**config.mk**
```make
export PLATFORM = sky130hd
export DESIGN_NAME = adc_word_framer
export DESIGN_NICKNAME = d
export VERILOG_FILES = /design/src/rtl/adc_framer_pkg.sv /design/src/rtl/adc_xfer_seq.sv /design/src/rtl/adc_word_pack.sv /design/src/rtl/adc_word_framer.sv
export SDC_FILE = /design/constraint.sdc
export NUM_CORES = 1
export LEC_CHECK = 0
export ABC_CLOCK_PERIOD_IN_PS = 5600
export BUFFER_PORTS_ARGS = -buffer_cell sky130_fd_sc_hd__buf_4
export CELL_PAD_IN_SITES_DETAIL_PLACEMENT = 1
export CELL_PAD_IN_SITES_GLOBAL_PLACEMENT = 2
export CORE_ASPECT_RATIO = 1.75
export CORE_UTILIZATION = 36
export DETAILED_ROUTE_END_ITERATION = 16
export PLACE_DENSITY_LB_ADDON = 0.1
export SYNTH_ARGS = -nofsm -noshare
export SYNTH_HDL_FRONTEND = slang
export SYNTH_SLANG_ARGS = --single-unit
export TNS_END_PERCENT = 20
```
**constraint.sdc**
```tcl
create_clock -name clk -period 5.6 [get_ports clk]
set_clock_uncertainty 0.05 [all_clocks]
set_input_delay 1.12 -clock clk [delete_from_list [all_inputs] [get_ports clk]]
set_output_delay 1.12 -clock clk [all_outputs]
set_load 0.02 [all_outputs]
```
**src/rtl/adc_framer_pkg.sv**
```systemverilog
package adc_framer_pkg;
  localparam int SAMP_W  = 10;
  localparam int CH_W    = 4;
  localparam int EV_W    = 4;
  localparam int WORD_W  = 32;
  localparam int PAR_BIT = 16;

  typedef enum logic [1:0] {
    ST_IDLE = 2'd0,
    ST_LEAD = 2'd1,
    ST_SEND = 2'd2,
    ST_GAP  = 2'd3
  } xfer_state_e;

  // Build one framed word; parity makes the XOR of all bits zero.
  function automatic logic [WORD_W-1:0] frame_word(
    input logic              first,
    input logic [CH_W-1:0]   ch,
    input logic [SAMP_W-1:0] s_hi,
    input logic [EV_W-1:0]   ev,
    input logic [SAMP_W-1:0] s_lo,
    input logic              last
  );
    logic [WORD_W-1:0] w;
    w = {first, ch, s_hi, 1'b0, ev, s_lo, last, 1'b0};
    w[PAR_BIT] = ^w;
    return w;
  endfunction
endpackage

```
**src/rtl/adc_xfer_seq.sv**
```systemverilog
module adc_xfer_seq
  import adc_framer_pkg::*;
#(
  parameter int XFER_DIV = 2,
  parameter int N_WORDS  = 64,
  localparam int IDX_W   = $clog2(N_WORDS),
  localparam int DIV_W   = (XFER_DIV > 1) ? $clog2(XFER_DIV) : 1
) (
  input  logic             clk,
  input  logic             rst_n,
  input  logic             trig_i,
  output logic             busy_o,
  output logic             valid_o,
  output logic             xclk_o,
  output logic             load_o,
  output logic             accept_o,
  output logic             first_o,
  output logic             last_o,
  output logic [IDX_W-1:0] pair_idx_o
);
  localparam logic [DIV_W-1:0] DIV_LAST = DIV_W'(XFER_DIV - 1);
  localparam logic [IDX_W-1:0] IDX_LAST = IDX_W'(N_WORDS - 1);

  xfer_state_e      state_q;
  logic [DIV_W-1:0] div_q;
  logic [IDX_W-1:0] idx_q;
  logic             period_end;
  logic             final_word;

  assign period_end = (div_q == DIV_LAST);
  assign final_word = (idx_q == IDX_LAST);

  always_ff @(posedge clk or negedge rst_n) begin
    if (!rst_n) begin
      state_q <= ST_IDLE;
      div_q   <= '0;
      idx_q   <= '0;
    end else begin
      case (state_q)
        ST_IDLE: begin
          if (trig_i) begin
            state_q <= ST_LEAD;
            div_q   <= '0;
            idx_q   <= '0;
          end
        end
        ST_LEAD: begin
          if (period_end) begin
            div_q   <= '0;
            state_q <= ST_SEND;
          end else begin
            div_q <= div_q + 1'b1;
          end
        end
        ST_SEND: begin
          if (period_end) begin
            div_q <= '0;
            if (final_word) state_q <= ST_GAP;
            else            idx_q   <= idx_q + 1'b1;
          end else begin
            div_q <= div_q + 1'b1;
          end
        end
        default: state_q <= ST_IDLE;
      endcase
    end
  end

  assign busy_o     = (state_q != ST_IDLE);
  assign valid_o    = (state_q == ST_LEAD) || (state_q == ST_SEND);
  assign xclk_o     = (state_q == ST_SEND) && period_end;
  assign accept_o   = (state_q == ST_IDLE) && trig_i;
  assign load_o     = accept_o || (xclk_o && !final_word);
  assign pair_idx_o = (state_q == ST_SEND) ? idx_q + 1'b1 : '0;
  assign first_o    = (pair_idx_o == '0);
  assign last_o     = (pair_idx_o == IDX_LAST);

  // Pulse counter used only by the checks below.
  logic [IDX_W:0] pulse_cnt_q;
  always_ff @(posedge clk or negedge rst_n) begin
    if (!rst_n)        pulse_cnt_q <= '0;
    else if (accept_o) pulse_cnt_q <= '0;
    else if (xclk_o)   pulse_cnt_q <= pulse_cnt_q + 1'b1;
  end

  p_pulse_single_r3: assert property (@(posedge clk) disable iff (!rst_n)
    xclk_o |=> !xclk_o);
  p_lead_quiet_r3: assert property (@(posedge clk) disable iff (!rst_n)
    $rose(valid_o) |-> !xclk_o);
  p_lead_quiet2_r3: assert property (@(posedge clk) disable iff (!rst_n)
    $rose(valid_o) |=> !xclk_o);
  p_pulse_count_r4: assert property (@(posedge clk) disable iff (!rst_n)
    $fell(valid_o) |-> (pulse_cnt_q == (IDX_W+1)'(N_WORDS)));
  p_no_restart_r9: assert property (@(posedge clk) disable iff (!rst_n)
    (busy_o && trig_i && idx_q != '0) |=> (idx_q != '0 || !busy_o));
  p_gap_busy_r10: assert property (@(posedge clk) disable iff (!rst_n)
    $fell(valid_o) |-> busy_o);
  p_gap_len_r10: assert property (@(posedge clk) disable iff (!rst_n)
    $fell(valid_o) |=> (!valid_o && !busy_o));
endmodule

```
**src/rtl/adc_word_pack.sv**
```systemverilog
module adc_word_pack
  import adc_framer_pkg::*;
(
  input  logic              clk,
  input  logic              rst_n,
  input  logic              load_i,
  input  logic              capture_i,
  input  logic              first_i,
  input  logic              last_i,
  input  logic [CH_W-1:0]   ch_i,
  input  logic [EV_W-1:0]   ev_i,
  input  logic [SAMP_W-1:0] s_hi_i,
  input  logic [SAMP_W-1:0] s_lo_i,
  output logic [WORD_W-1:0] word_o
);
  logic [CH_W-1:0]   ch_q;
  logic [EV_W-1:0]   ev_q;
  logic [CH_W-1:0]   ch_sel;
  logic [EV_W-1:0]   ev_sel;
  logic [WORD_W-1:0] word_q;

  assign ch_sel = capture_i ? ch_i : ch_q;
  assign ev_sel = capture_i ? ev_i : ev_q;

  always_ff @(posedge clk or negedge rst_n) begin
    if (!rst_n) begin
      ch_q   <= '0;
      ev_q   <= '0;
      word_q <= '0;
    end else begin
      if (capture_i) begin
        ch_q <= ch_i;
        ev_q <= ev_i;
      end
      if (load_i)
        word_q <= frame_word(first_i, ch_sel, s_hi_i, ev_sel, s_lo_i, last_i);
    end
  end

  assign word_o = word_q;

  p_tag_held_r12: assert property (@(posedge clk) disable iff (!rst_n)
    (load_i && !capture_i) |=> (word_o[30:27] == $past(ch_q) && word_o[15:12] == $past(ev_q)));
endmodule

```
**src/rtl/adc_word_framer.sv**
```systemverilog
module adc_word_framer
  import adc_framer_pkg::*;
#(
  parameter int XFER_DIV  = 2,
  parameter int N_SAMPLES = 128,
  localparam int N_WORDS  = N_SAMPLES / 2,
  localparam int PAIR_W   = $clog2(N_WORDS)
) (
  input  logic              clk,
  input  logic              rst_n,
  input  logic              trig_i,
  input  logic [CH_W-1:0]   chan_i,
  input  logic [EV_W-1:0]   evcnt_i,
  input  logic [SAMP_W-1:0] samp_even_i,
  input  logic [SAMP_W-1:0] samp_odd_i,
  output logic [PAIR_W-1:0] pair_idx_o,
  output logic              xfer_clk_o,
  output logic              xfer_valid_o,
  output logic [WORD_W-1:0] xfer_data_o,
  output logic              busy_o
);
  logic load, accept, first, last;

  adc_xfer_seq #(.XFER_DIV(XFER_DIV), .N_WORDS(N_WORDS)) u_seq (
    .clk       (clk),
    .rst_n     (rst_n),
    .trig_i    (trig_i),
    .busy_o    (busy_o),
    .valid_o   (xfer_valid_o),
    .xclk_o    (xfer_clk_o),
    .load_o    (load),
    .accept_o  (accept),
    .first_o   (first),
    .last_o    (last),
    .pair_idx_o(pair_idx_o)
  );

  adc_word_pack u_pack (
    .clk      (clk),
    .rst_n    (rst_n),
    .load_i   (load),
    .capture_i(accept),
    .first_i  (first),
    .last_i   (last),
    .ch_i     (chan_i),
    .ev_i     (evcnt_i),
    .s_hi_i   (samp_even_i),
    .s_lo_i   (samp_odd_i),
    .word_o   (xfer_data_o)
  );

  p_valid_in_busy_r2: assert property (@(posedge clk) disable iff (!rst_n)
    xfer_valid_o |-> busy_o);
  p_even_parity_r7: assert property (@(posedge clk) disable iff (!rst_n)
    xfer_valid_o |-> (^xfer_data_o == 1'b0));
  p_marks_apart_r6: assert property (@(posedge clk) disable iff (!rst_n)
    xfer_clk_o |-> !(xfer_data_o[31] && xfer_data_o[1]));
  p_data_hold_r11: assert property (@(posedge clk) disable iff (!rst_n)
    (xfer_valid_o && $past(xfer_valid_o) && !$past(xfer_clk_o)) |-> $stable(xfer_data_o));
endmodule

```
==> flow_metrics.tcl <==
set metrics [dict create \
    grt_first_pass_wirelength_um 9550 \
    drive_gt1_share_pct 37.3 \
    grt_setup_unrepaired "no" \
    core_sq_um 6540 \
    min_path_type "register to register" \
    numPlacedInstances 345 \
    i_o_pin_total 72 \
    final_min_period_over_clock_period_pct 55.8 \
    crit_fanout 18 \
    die_h_um 111 \
    met3_wirelength_from_detailed_routing_um 230 \
    cp-startpoint "u_seq.state_q[0]$_DFFE_PN0P_" \
    reg2reg_from "u_seq.state_q[0]$_DFFE_PN0P_" \
    wl_met1_um 1950 \
    floorplan.rows 39 \
    worst_setup_path_endpoint "pair_idx_o[4]" \
    postCtsHoldBufs 0 \
    power.switching_mw 0.186 \
    post-place-ws_ns 2.61 \
    drt_iter0_drc 47 \
    maximum_number_of_pins_on_one_net_before_global_route_repair 49 \
    vias_per_cell 4.95 \
    syn_inst 198 \
    layout.nets 305 \
    post_cts_resized 0 \
    antenna_violations_before_repair 0 \
    critPathLaunchType "register" \
    via_count_of_the_first_global_routing_pass 1999 \
    relative_slew_slack_pct 58.1 \
    dp_hpwl_um 4250 \
    final.fill_count 725 \
    track_usage_pct 17.4 \
    antenna_violating_nets_post_route 0 \
    cts_root_buffer "sky130_fd_sc_hd__clkbuf_16" \
    setup-violations-final 0 \
    irDropWorstVdd_mv 0.184 \
    gp_congestion 0.710 \
    setup.reg_to_reg.worst_slack_ns 3.07 \
    run_status "finished clean" \
    synth_cell_types 33 \
    cts.reportedPaths.clkPinSlew_ns 0.06 \
    finalHoldViolations 0 \
    timing.reg2reg.worst_path_depth 8 \
    clkLatencyLatePin_ns 0.29 \
    layout_common_cells "71 x sky130_fd_sc_hd__buf_4, 48 x sky130_fd_sc_hd__dfrtp_1, 22 x sky130_fd_sc_hd__xnor2_1" \
    initial_standard_cell_utilization_of_the_core_pct 37.6 \
    postSynthRegisterBits 48 \
    synth.top_cells.by_area "sky130_fd_sc_hd__dfrtp_1 49%, sky130_fd_sc_hd__mux2_1 9.6%, sky130_fd_sc_hd__mux2_2 9.2%, sky130_fd_sc_hd__xnor2_1 7.8%, sky130_fd_sc_hd__xor2_1 4.3%" \
    drc 0 \
    final_period_minus_worst_setup_slack_ns 3.13 \
    final_core_utilization_pct 49.3 \
    slowest_delay_ns 0.54 \
    grt_overflow_total 0 \
    max_freq_mhz 320 \
    worst_margin_slew_ns 0.629 \
    maxCapViolCount 0 \
    p_clk_share_pct 40.8 \
    maxSlewViolCount 0 \
    synth_largest_area_cell "sky130_fd_sc_hd__dfrtp_1" \
    detail_route.first_pass.iterations 3 \
    route.top_layer_used "met4" \
    ctsHtreeMaxLevel 2 \
    die_width_um 64.5 \
    route.detailed.wl_per_inst_um 15.6 \
    timing.critical_path.slowest_stage_cell "sky130_fd_sc_hd__ha_1" \
    power.combinational.fraction_pct 14.9 \
    required_ns 4.43 \
    leakage_nw 1.58 \
    yosysSeqAreaShare_pct 48.9 \
    critical_setup_path_kind "register to primary output" \
    sw_frac_of_total_pct 22.7 \
    ctsLongestPathBuffers 2 \
    die_area_sq_um 7180 \
    postSynthNetCount 233 \
    cellInternalPower_mw 0.635 \
    vias 1747 \
    most_common_cell_after_layout_fill_and_taps_aside "sky130_fd_sc_hd__buf_4" \
    timing.hold.worst_path_depth 1 \
    clkSinkCount 48 \
    cts_inserted_buffers 5 \
    synth_warnings 0 \
    power.density_cell_area_nw_per_um2 255 \
    critical_path.endpoint_type "primary output" \
    synth.cell_area_sq_um 2460 \
    post_cts_buffers 0 \
    r2r_end "u_pack.word_o[16]$_DFFE_PN0P_" \
    tritoncts "built" \
    crit_arrival_ns 1.96 \
    layoutNonFillerInstCount 353 \
    sequentialPowerShare_pct 44.3 \
    antennaDiodeCount 0 \
    post-route-worst-setup-slack_ns 2.47 \
    dr_wl_met2_um 3200 \
    routed_wirelength_um 5510 \
    layout_area_overhead_pct 31.2 \
    synth_top_area_share_pct 48.9 \
    setup_total_negative_slack_ns 0 \
    portbufs 70 \
    synth_area_per_cell_sq_um 12.4 \
    critical_path.cell_chain "inv_1, ha_1, nand2_1, mux2i_1, buf_4" \
]
## power by group through the flow
stage	registers [mW]	clock network (mW)	logic (mW)
2_1_floorplan	0.383	0	0.0571
3_5_place_dp	0.371	0	0.126
4_1_cts	0.364	0.347	0.126
5_1_grt	0.366	0.355	0.133
3_3_place_gp	0.370	0	0.125
6_report	0.364	0.335	0.122
## metrics by stage
| stage | total power [mW] | hold slack, ns | instance area [sq um] |
|---|---|---|---|
| finish | 0.821 | 0.439 | 3230 |
| global route | 0.853 | 0.458 | 3230 |
| CTS | 0.838 | 0.445 | 3230 |
| detailed placement | 0.497 | 0.428 | 3060 |
| global placement | 0.495 | 0.421 | 3060 |
| floorplan | 0.441 | 0.456 | 2460 |
## worst max-delay path: cells and delay by family (launching register included)
family / cells / cell delay [ns]
muxes: 1 / 0.32
DFF: 1 / 0.38
adders and majority gates: 1 / 0.54
and+or+nand+nor: 1 / 0.10
buffers and inverters: 2 / 0.32
## synthesized netlist by cell type (all sizes together)
cell type and instances:
inv 4, a22oi 1, nand2 9, dfrtp 48, o21a 1, xor2 12
a21oi 4, or3b 1, nor2 6, mux2i 6, o31a 2, nand4 1
nand2b 2, o311ai 1, nand3b 1, nor3 1, mux2 41, and3 1
xnor3 2, ha 4, clkbuf 1, a22o 1, o21ai 8, conb 1
nor2b 2, nand3 5, xnor2 22, and2 5, buf 5
## area by class of cell
cell class                 count  area, sq um  area share [%]
clock buffer                   6          129            3.99
inverter                       4         15.0           0.465
sequential                    48         1200            37.2
tap                           82          103            3.18
multi-input combinational    140         1210            37.5
timing repair buffer          71          533            16.5
clock inverter                 2         35.0            1.09
## logic make-up after synthesis
group,synth area share [%]
other cells,0.153
fa+ha+maj,2.04
flops,48.9
mux,21.2
buf+inv,1.88
compound gates,4.78
simple gates,7.12
xor+xnor,13.9
## worst min-delay path by stage
stage / startpoint / to / slack [ns]
final: u_pack.word_o[20]$_DFFE_PN0P_ / u_pack.word_o[20]$_DFFE_PN0P_ / 0.44
after global routing: u_pack.word_o[11]$_DFFE_PN0P_ / u_pack.word_o[11]$_DFFE_PN0P_ / 0.46
after CTS: u_pack.word_o[9]$_DFFE_PN0P_ / u_pack.word_o[9]$_DFFE_PN0P_ / 0.44
after detailed placement: u_pack.word_o[15]$_DFFE_PN0P_ / u_pack.word_o[15]$_DFFE_PN0P_ / 0.43
after global placement: u_pack.word_o[8]$_DFFE_PN0P_ / u_pack.word_o[8]$_DFFE_PN0P_ / 0.42
after floorplan: u_seq.state_q[1]$_DFFE_PN0P_ / u_seq.state_q[1]$_DFFE_PN0P_ / 0.46
## flip-flops by register name (all words and copies together), names as in the netlist
register / cells
u_pack.ev_q: 4
u_pack.word_o: 31
u_seq.div_q: 1
u_pack.ch_q: 4
u_seq.state_q: 2
u_seq.idx_q: 6
## routing by layer
| metal | vias to the layer above | track usage (%) |
|---|---|---|
| li1 | 819 | - |
| met1 | 869 | 17.4 |
| met2 | 48 | 33.1 |
| met3 | 11 | 3.70 |
| met4 | 0 | 7.11 |
| met5 | - | 0 |
Power figures use the tool's default switching activity.
